File: config.mk
export PLATFORM = sky130hd
export DESIGN_NAME = decbr_cpu
export DESIGN_NICKNAME = d
export VERILOG_FILES = /design/src/rtl/decbr_pkg.sv /design/src/rtl/decbr_prog_mem.sv /design/src/rtl/decbr_data_mem.sv /design/src/rtl/decbr_seq.sv /design/src/rtl/decbr_cpu.sv
export SDC_FILE = /design/constraint.sdc
export NUM_CORES = 2
export LEC_CHECK = 0
export BUFFER_PORTS_ARGS = -buffer_cell sky130_fd_sc_hd__buf_2
export CAP_MARGIN = 20
export CORE_AREA = 2 2 504 506
export CTS_CLUSTER_SIZE = 28
export DETAILED_ROUTE_END_ITERATION = 12
export DIE_AREA = 0 0 506 508
export GPL_ROUTABILITY_DRIVEN = 0
export GPL_TIMING_DRIVEN = 1
export PLACE_DENSITY_LB_ADDON = 0.1
export SLEW_MARGIN = 25
export SYNTH_ARGS = -nofsm -noshare
export SYNTH_HDL_FRONTEND = slang
export SYNTH_SLANG_ARGS = --single-unit
File: constraint.sdc
create_clock -name clk -period 3.5 [get_ports clk]
set_input_delay 0.525 -clock clk [delete_from_list [all_inputs] [get_ports clk]]
set_output_delay 0.525 -clock clk [all_outputs]
set_load 0.01 [all_outputs]
File: src/rtl/decbr_pkg.sv
package decbr_pkg;
  localparam int ADDR_W = 6;
  localparam int DATA_W = 8;

  typedef enum logic [2:0] {
    PH_IDLE, PH_FETCH, PH_READ, PH_WRITE, PH_BRANCH, PH_HALT
  } phase_e;

  // modular decrement: 0 wraps to all ones
  function automatic logic [DATA_W-1:0] dec_word(input logic [DATA_W-1:0] v);
    return v - {{(DATA_W-1){1'b0}}, 1'b1};
  endfunction

  // branch selection from the post-decrement zero test
  function automatic logic [ADDR_W-1:0] pick_target(input logic is_zero,
                                                    input logic [ADDR_W-1:0] on_zero,
                                                    input logic [ADDR_W-1:0] on_nonzero);
    return is_zero ? on_zero : on_nonzero;
  endfunction
endpackage

File: src/rtl/decbr_prog_mem.sv
module decbr_prog_mem #(
  parameter int AW = 6,
  parameter int IW = 18
) (
  input  logic          clk,
  input  logic          rst_n,
  input  logic          we,
  input  logic [AW-1:0] waddr,
  input  logic [IW-1:0] wdata,
  input  logic [AW-1:0] raddr,
  output logic [IW-1:0] rdata
);
  localparam int DEPTH = 1 << AW;
  logic [IW-1:0] cells [DEPTH];

  always_ff @(posedge clk) begin
    if (!rst_n) begin
      for (int i = 0; i < DEPTH; i++) cells[i] <= '0;
    end else if (we) begin
      cells[waddr] <= wdata;
    end
  end

  assign rdata = cells[raddr];
endmodule

File: src/rtl/decbr_data_mem.sv
module decbr_data_mem #(
  parameter int AW = 6,
  parameter int DW = 8
) (
  input  logic          clk,
  input  logic          rst_n,
  input  logic          we,
  input  logic [AW-1:0] waddr,
  input  logic [DW-1:0] wdata,
  input  logic [AW-1:0] raddr,
  output logic [DW-1:0] rdata,
  input  logic [AW-1:0] dbg_addr,
  output logic [DW-1:0] dbg_data
);
  localparam int DEPTH = 1 << AW;
  logic [DW-1:0] cells [DEPTH];

  always_ff @(posedge clk) begin
    if (!rst_n) begin
      for (int i = 0; i < DEPTH; i++) cells[i] <= '0;
    end else if (we) begin
      cells[waddr] <= wdata;
    end
  end

  assign rdata    = cells[raddr];
  assign dbg_data = cells[dbg_addr];
endmodule

File: src/rtl/decbr_seq.sv
module decbr_seq
  import decbr_pkg::*;
#(
  parameter int AW = decbr_pkg::ADDR_W,
  parameter int DW = decbr_pkg::DATA_W,
  localparam int IW = 3 * AW
) (
  input  logic          clk,
  input  logic          rst_n,
  input  logic          start,
  input  logic [IW-1:0] prog_word,
  input  logic [DW-1:0] rd_data,
  output logic [AW-1:0] pc,
  output logic [AW-1:0] dat_addr,
  output logic [AW-1:0] tgt_z,
  output logic [AW-1:0] tgt_nz,
  output logic [DW-1:0] wr_data,
  output logic          fetch_en,
  output logic          read_en,
  output logic          wr_en,
  output logic          retire,
  output logic          zero_hit,
  output logic          halt_hit,
  output logic          busy,
  output logic          done
);
  phase_e        phase;
  logic [DW-1:0] val_q;
  logic [AW-1:0] next_pc;
  logic          stopped;

  assign stopped  = (phase == PH_IDLE) || (phase == PH_HALT);
  assign busy     = !stopped;
  assign fetch_en = (phase == PH_FETCH);
  assign read_en  = (phase == PH_READ);
  assign wr_en    = (phase == PH_WRITE);
  assign retire   = (phase == PH_BRANCH);
  assign wr_data  = val_q;
  assign zero_hit = (val_q == '0);
  assign next_pc  = pick_target(zero_hit, tgt_z, tgt_nz);
  assign halt_hit = retire && zero_hit && (tgt_z == pc);

  always_ff @(posedge clk) begin
    if (!rst_n) begin
      phase    <= PH_IDLE;
      pc       <= '0;
      done     <= 1'b0;
      dat_addr <= '0;
      tgt_z    <= '0;
      tgt_nz   <= '0;
      val_q    <= '0;
    end else begin
      unique case (phase)
        PH_IDLE, PH_HALT: begin
          if (start) begin
            phase <= PH_FETCH;
            pc    <= '0;
            done  <= 1'b0;
          end
        end
        PH_FETCH: begin
          dat_addr <= prog_word[IW-1 -: AW];
          tgt_z    <= prog_word[2*AW-1 -: AW];
          tgt_nz   <= prog_word[AW-1:0];
          phase    <= PH_READ;
        end
        PH_READ: begin
          val_q <= dec_word(rd_data);
          phase <= PH_WRITE;
        end
        PH_WRITE: begin
          phase <= PH_BRANCH;
        end
        PH_BRANCH: begin
          pc <= next_pc;
          if (halt_hit) begin
            phase <= PH_HALT;
            done  <= 1'b1;
          end else begin
            phase <= PH_FETCH;
          end
        end
        default: phase <= PH_IDLE;
      endcase
    end
  end
endmodule

File: src/rtl/decbr_cpu.sv
module decbr_cpu #(
  parameter int AW = decbr_pkg::ADDR_W,
  parameter int DW = decbr_pkg::DATA_W,
  localparam int IW = 3 * AW
) (
  input  logic          clk,
  input  logic          rst_n,
  input  logic          start,
  input  logic          ld_prog_we,
  input  logic          ld_data_we,
  input  logic [AW-1:0] ld_addr,
  input  logic [IW-1:0] ld_prog_word,
  input  logic [DW-1:0] ld_data_byte,
  input  logic [AW-1:0] dbg_addr,
  output logic [DW-1:0] dbg_data,
  output logic [AW-1:0] pc,
  output logic          busy,
  output logic          done,
  output logic          retire
);
  logic [IW-1:0] prog_word;
  logic [DW-1:0] rd_data;
  logic [DW-1:0] wr_data;
  logic [AW-1:0] dat_addr, tgt_z, tgt_nz;
  logic          fetch_en, read_en, wr_en, zero_hit, halt_hit;
  logic          ld_ok, dm_we;
  logic [AW-1:0] dm_waddr;
  logic [DW-1:0] dm_wdata;

  // loader is accepted only while the sequencer is stopped
  assign ld_ok    = !busy;
  assign dm_we    = wr_en || (ld_ok && ld_data_we);
  assign dm_waddr = wr_en ? dat_addr : ld_addr;
  assign dm_wdata = wr_en ? wr_data  : ld_data_byte;

  decbr_prog_mem #(.AW(AW), .IW(IW)) prog_i (
    .clk   (clk),
    .rst_n (rst_n),
    .we    (ld_ok && ld_prog_we),
    .waddr (ld_addr),
    .wdata (ld_prog_word),
    .raddr (pc),
    .rdata (prog_word)
  );

  decbr_data_mem #(.AW(AW), .DW(DW)) data_i (
    .clk      (clk),
    .rst_n    (rst_n),
    .we       (dm_we),
    .waddr    (dm_waddr),
    .wdata    (dm_wdata),
    .raddr    (dat_addr),
    .rdata    (rd_data),
    .dbg_addr (dbg_addr),
    .dbg_data (dbg_data)
  );

  decbr_seq #(.AW(AW), .DW(DW)) seq_i (
    .clk       (clk),
    .rst_n     (rst_n),
    .start     (start),
    .prog_word (prog_word),
    .rd_data   (rd_data),
    .pc        (pc),
    .dat_addr  (dat_addr),
    .tgt_z     (tgt_z),
    .tgt_nz    (tgt_nz),
    .wr_data   (wr_data),
    .fetch_en  (fetch_en),
    .read_en   (read_en),
    .wr_en     (wr_en),
    .retire    (retire),
    .zero_hit  (zero_hit),
    .halt_hit  (halt_hit),
    .busy      (busy),
    .done      (done)
  );
endmodule

# Yosys cells after proc, flatten, opt, wreduce, memory -nomap -nowiden
# Memories as Yosys holds them, arrays and structs flattened. A register that Yosys moved wholly into a read port is not among the register bits.
# Cells that the tools add are included.
# Widths: inputs -> output; s select.
# word_totals
ff_bits	18
mem_bits_rw	1664
in_bits	43
output_inout_bits	17
n_memories	2
# mem_list
name	depth	word_bits	read_ports	rd_ports_with_merged_regs	write_ports	line	text
prog_i.cells	64	18	1	1	64	decbr_prog_mem.sv:14	logic [IW-1:0] cells [DEPTH];
data_i.cells	64	8	2	0	64	decbr_data_mem.sv:16	logic [DW-1:0] cells [DEPTH];
# op_classes
n_addsub	1
eq_ne	8
muxes	24
n_reduce_logical	16
# ops
cell	n
$mux 6	5
$mux 18	1
$reduce_or 18->1	1
$mux 8	2
$pmux 3 s5	1
$pmux 6 s2	1
$mux 1	11
$logic_not 8->1	1
$reduce_or 8->1	1
$sub 8x1->8 const B	1
$eq 3x2->1 const B	2
$eq 3x3->1 const B	2
$eq 6x6->1	1
$mux 3	2
$logic_and 1x1->1	4
$ne 2x2->1 const B	2
$eq 3x1->1 const B	1
$logic_not 3->1	1
$reduce_and 3->1	1
$logic_not 1->1	2
$logic_or 1x1->1	2
$pmux 1 s2	1
$reduce_and 2->1	1
$reduce_bool 2->1	1
$reduce_or 2->1	1

# Depth between registers and ports, before layout
# logic_depth
ltp_word	9
ltp_mapped	14

# Cells and area by module
# From an unflattened synthesis, not the netlist that was laid out.
# unflattened
cells_unflattened	5531
hier_area_um2	82753.1
# by_module_without_submodules
module	instances	cells_each	area_each_um2	seq_area_each_um2
decbr_prog_mem	1	3430	52800.6	34593.2
decbr_data_mem	1	1900	28076.9	15374.7
decbr_seq	1	182	1634.1	720.7
decbr_cpu	1	19	241.5	0.0

# Worst setup path after synthesis
# OpenSTA, ideal clock, no wires.
# synth_timing
path_type	input-to-output
startpoint	input dbg_addr[0]
endpoint	output dbg_data[0]
t_arrival_ns	3.083
path_slack_ns	-0.108
cell_stages	5
cell_sequence	clkbuf_1 -> buf_1 -> mux4_2 -> mux4_2 -> mux4_2
# synth_between
elab_chain_cells	1
# synth_rtl
item	line	text
start: declaration	decbr_cpu.sv:14	input logic [AW-1:0] dbg_addr,
$mem_v2 64x8	-	
end: declaration	decbr_cpu.sv:15	output logic [DW-1:0] dbg_data,
# Every way passes these cells.

==> metrics.txt <==
Worst slew margin=31.3%; commonest non-fill, non-tap cell in the layout=edfxtp_1; Placement Cell Area=86600 um^2; Worst Tran Pin Value=1030 ps; sequential area share after synthesis=63.2%; Startpoint Class=register; HP Class=input pin to register; total CTS buffers=197; fin crit share=105%; Final Hold Vio Count=0; maximum clock path buffer count=3; CTS tree=yes; skew final=71.0 ps; H-tree depth=4; Tmin final=3660 ps; status=finished, violations left; # clock sinks=1700; Die Y=508 um; DP HPWL=189000 um; DRC violations left=0; Worst Path Max Fanout=2; CTS hold repair buffers=0; RSZ-0062 raised after global routing=true; CP Capture Type=output pin; nets=5303; max_cap viols=0; Seq. cell area=50700 um^2; Cells after Synth=5114; Routed WL=279000 um; required time worst endpoint=2970 ps; WP data arrival=3140 ps; Syn Std Cell Area=80200 um^2; static leakage=0.0318 uW; total gr overflow=0; layout cell share with drive strength beyond 1=26.2%; post-DR wirelength/cell=31.7 um; fin worst setup slack=-163 ps; fin area=92700 um^2; Yosys warning count=0; Post-synth EDFFs=1664; Placed Cells=8424; syn_area_per_cell=15.7 um^2; all-layer global routing usage=21.6%; DRT iter0 DRCs=4507; vias in the first global route=46100; Slew Limit Fails=0; Clk Latency, worst-skew pair=830 ps; dominant cell type by area after synthesis=edfxtp_1; Layout area overhead=15.6%; maximum vdd ir drop=0.478 mV; Setup TNS=-1040 ps; I/O Buffers=59; FP Rows=185; Post-DRT Antenna Nets=0; Vias=45400; post-route insts no fill=8800; TritonRoute pass-1 iters=6; antenna violations before repair=26; Layout fillers=23600; Clock Pin Slew Worst Setup and Hold Paths=60 ps; Yosys reg bits=1700; final core utilization=36.7%; Max Fclk=273 MHz; Setup violations, final=8; die footprint=257000 um^2; die width=506 um; PD cells=499 nW/um^2; Synth top area share=62.3%; Multi-input gate area=28000 um^2; ys async rst share=0%; synth unique cells=51; largest net degree at the start of global routing=95; total power=46200 uW; Starting Density=31.8%; CP Class=register to output pin; Synth Flop Type=edfxtp_1; Std-Cell Core Area=252000 um^2; failing checks=negative setup slack; most frequent cells in the layout=1664 x edfxtp_1, 1154 x and2_1, 676 x mux4_2, 623 x nor2_1, 272 x buf_4; syn_nets=5158; CTS Root Cell=clkbuf_16; Synth area leaders=edfxtp_1 62%, mux4_2 19%, and2_1 9.0%; vias per std cell=5.16; # IOs=60; first-pass GRT wire length=388000 um
where the power goes:
part	switching, uW	internal [uW]	leakage, uW	total, uW
clock network	8490	10900	0.00286	19400
logic	2200	1210	0.0115	3410
registers	427	23000	0.0175	23400
cells in the mapped netlist, types with 7 or more instances:
library cell and instances:
buf_4 12, mux2i_1 51, buf_2 17, clkbuf_1 343
nand2b_1 8, dfxtp_1 36, nand2_1 198, nand3_1 15
o21ai_0 71, buf_6 7, a211oi_1 10, and2_1 1154
xnor2_1 9, nor3_1 7, mux2_2 9, a21oi_1 37
nor2_1 623, nor2b_1 15, edfxtp_1 1664, a22oi_1 8
buf_1 76, mux4_2 676
final timing paths:
path / from / endpoint / slack [ps] / depth (start not counted)
setup / recovery: data_i.cells[11][0] / dbg_data[0] / -160 / 4
hold / removal: start / seq_i.done / 100 / 4
setup reg to reg: seq_i.dat_addr[2] / seq_i.wr_data[6] / 180 / 11
hold reg to reg: seq_i.tgt_nz[3] / seq_i.tgt_nz[3] / 460 / 2
cells by family (layout without fill, tap and decap cells):
group	after synthesis	in the layout	synth area share, %
and+or+nand+nor	2041	2041	13.3
adders and majority gates	1	1	0.0156
AOI/OAI and AO/OA	164	164	1.22
xor gates and xnor gates	11	11	0.120
buffers and inverters	461	761	2.31
other	0	20	0
DFF	1700	1700	63.2
muxes	736	736	19.8
worst max-delay path: stages (launching register included):
cell and delay [ps]:
edfxtp_1 500, mux4_2 520, mux4_2 580, mux4_2 560, buf_6 150
routing by layer:
| metal | vias up | share of wire, % | GRT usage [%] |
|---|---|---|---|
| met5 | - | 0.0039 | 0 |
| met4 | 2 | 2.4 | 4.90 |
| met3 | 289 | 4.1 | 2.48 |
| met2 | 1312 | 51 | 37.8 |
| met1 | 24300 | 42 | 28.7 |
| li1 | 19600 | - | - |
through the flow:
| stage | setup WS [ps] | hold slack (ps) |
|---|---|---|
| 5_1_grt | -242 | 80.2 |
| 4_1_cts | -239 | 45.3 |
| 2_1_floorplan | 126 | 436 |
| 3_5_place_dp | 70.7 | 453 |
| 6_report | -163 | 101 |
| 3_3_place_gp | 85.0 | 450 |
area by class of cell:
cell class / count / share of cell area [%]
multi-input combinational: 2953 / 30.2
tap: 3366 / 4.54
timing repair buffer: 401 / 4.09
clock inverter: 94 / 0.728
clock buffer: 260 / 5.64
inverter: 6 / 0.0243
antenna: 20 / 0.0540
sequential: 1700 / 54.7
sequential cells by signal, indices dropped and copies added (netlist names):
signal          count
prog_i.cells     1152
data_i.cells      512
seq_i.wr_data       8
seq_i.dat_addr      6
seq_i.pc            6
seq_i.tgt_nz        6
seq_i.tgt_z         6
seq_i.phase         3
seq_i.done          1
repair_timing:
item,CTS,global route
buffers inserted,2,0
cloned,0,0
setup endpoints to repair,8,9
resized for setup,9,5
pin swaps,0,0
Note: power is estimated with default switching activity, not from simulation.
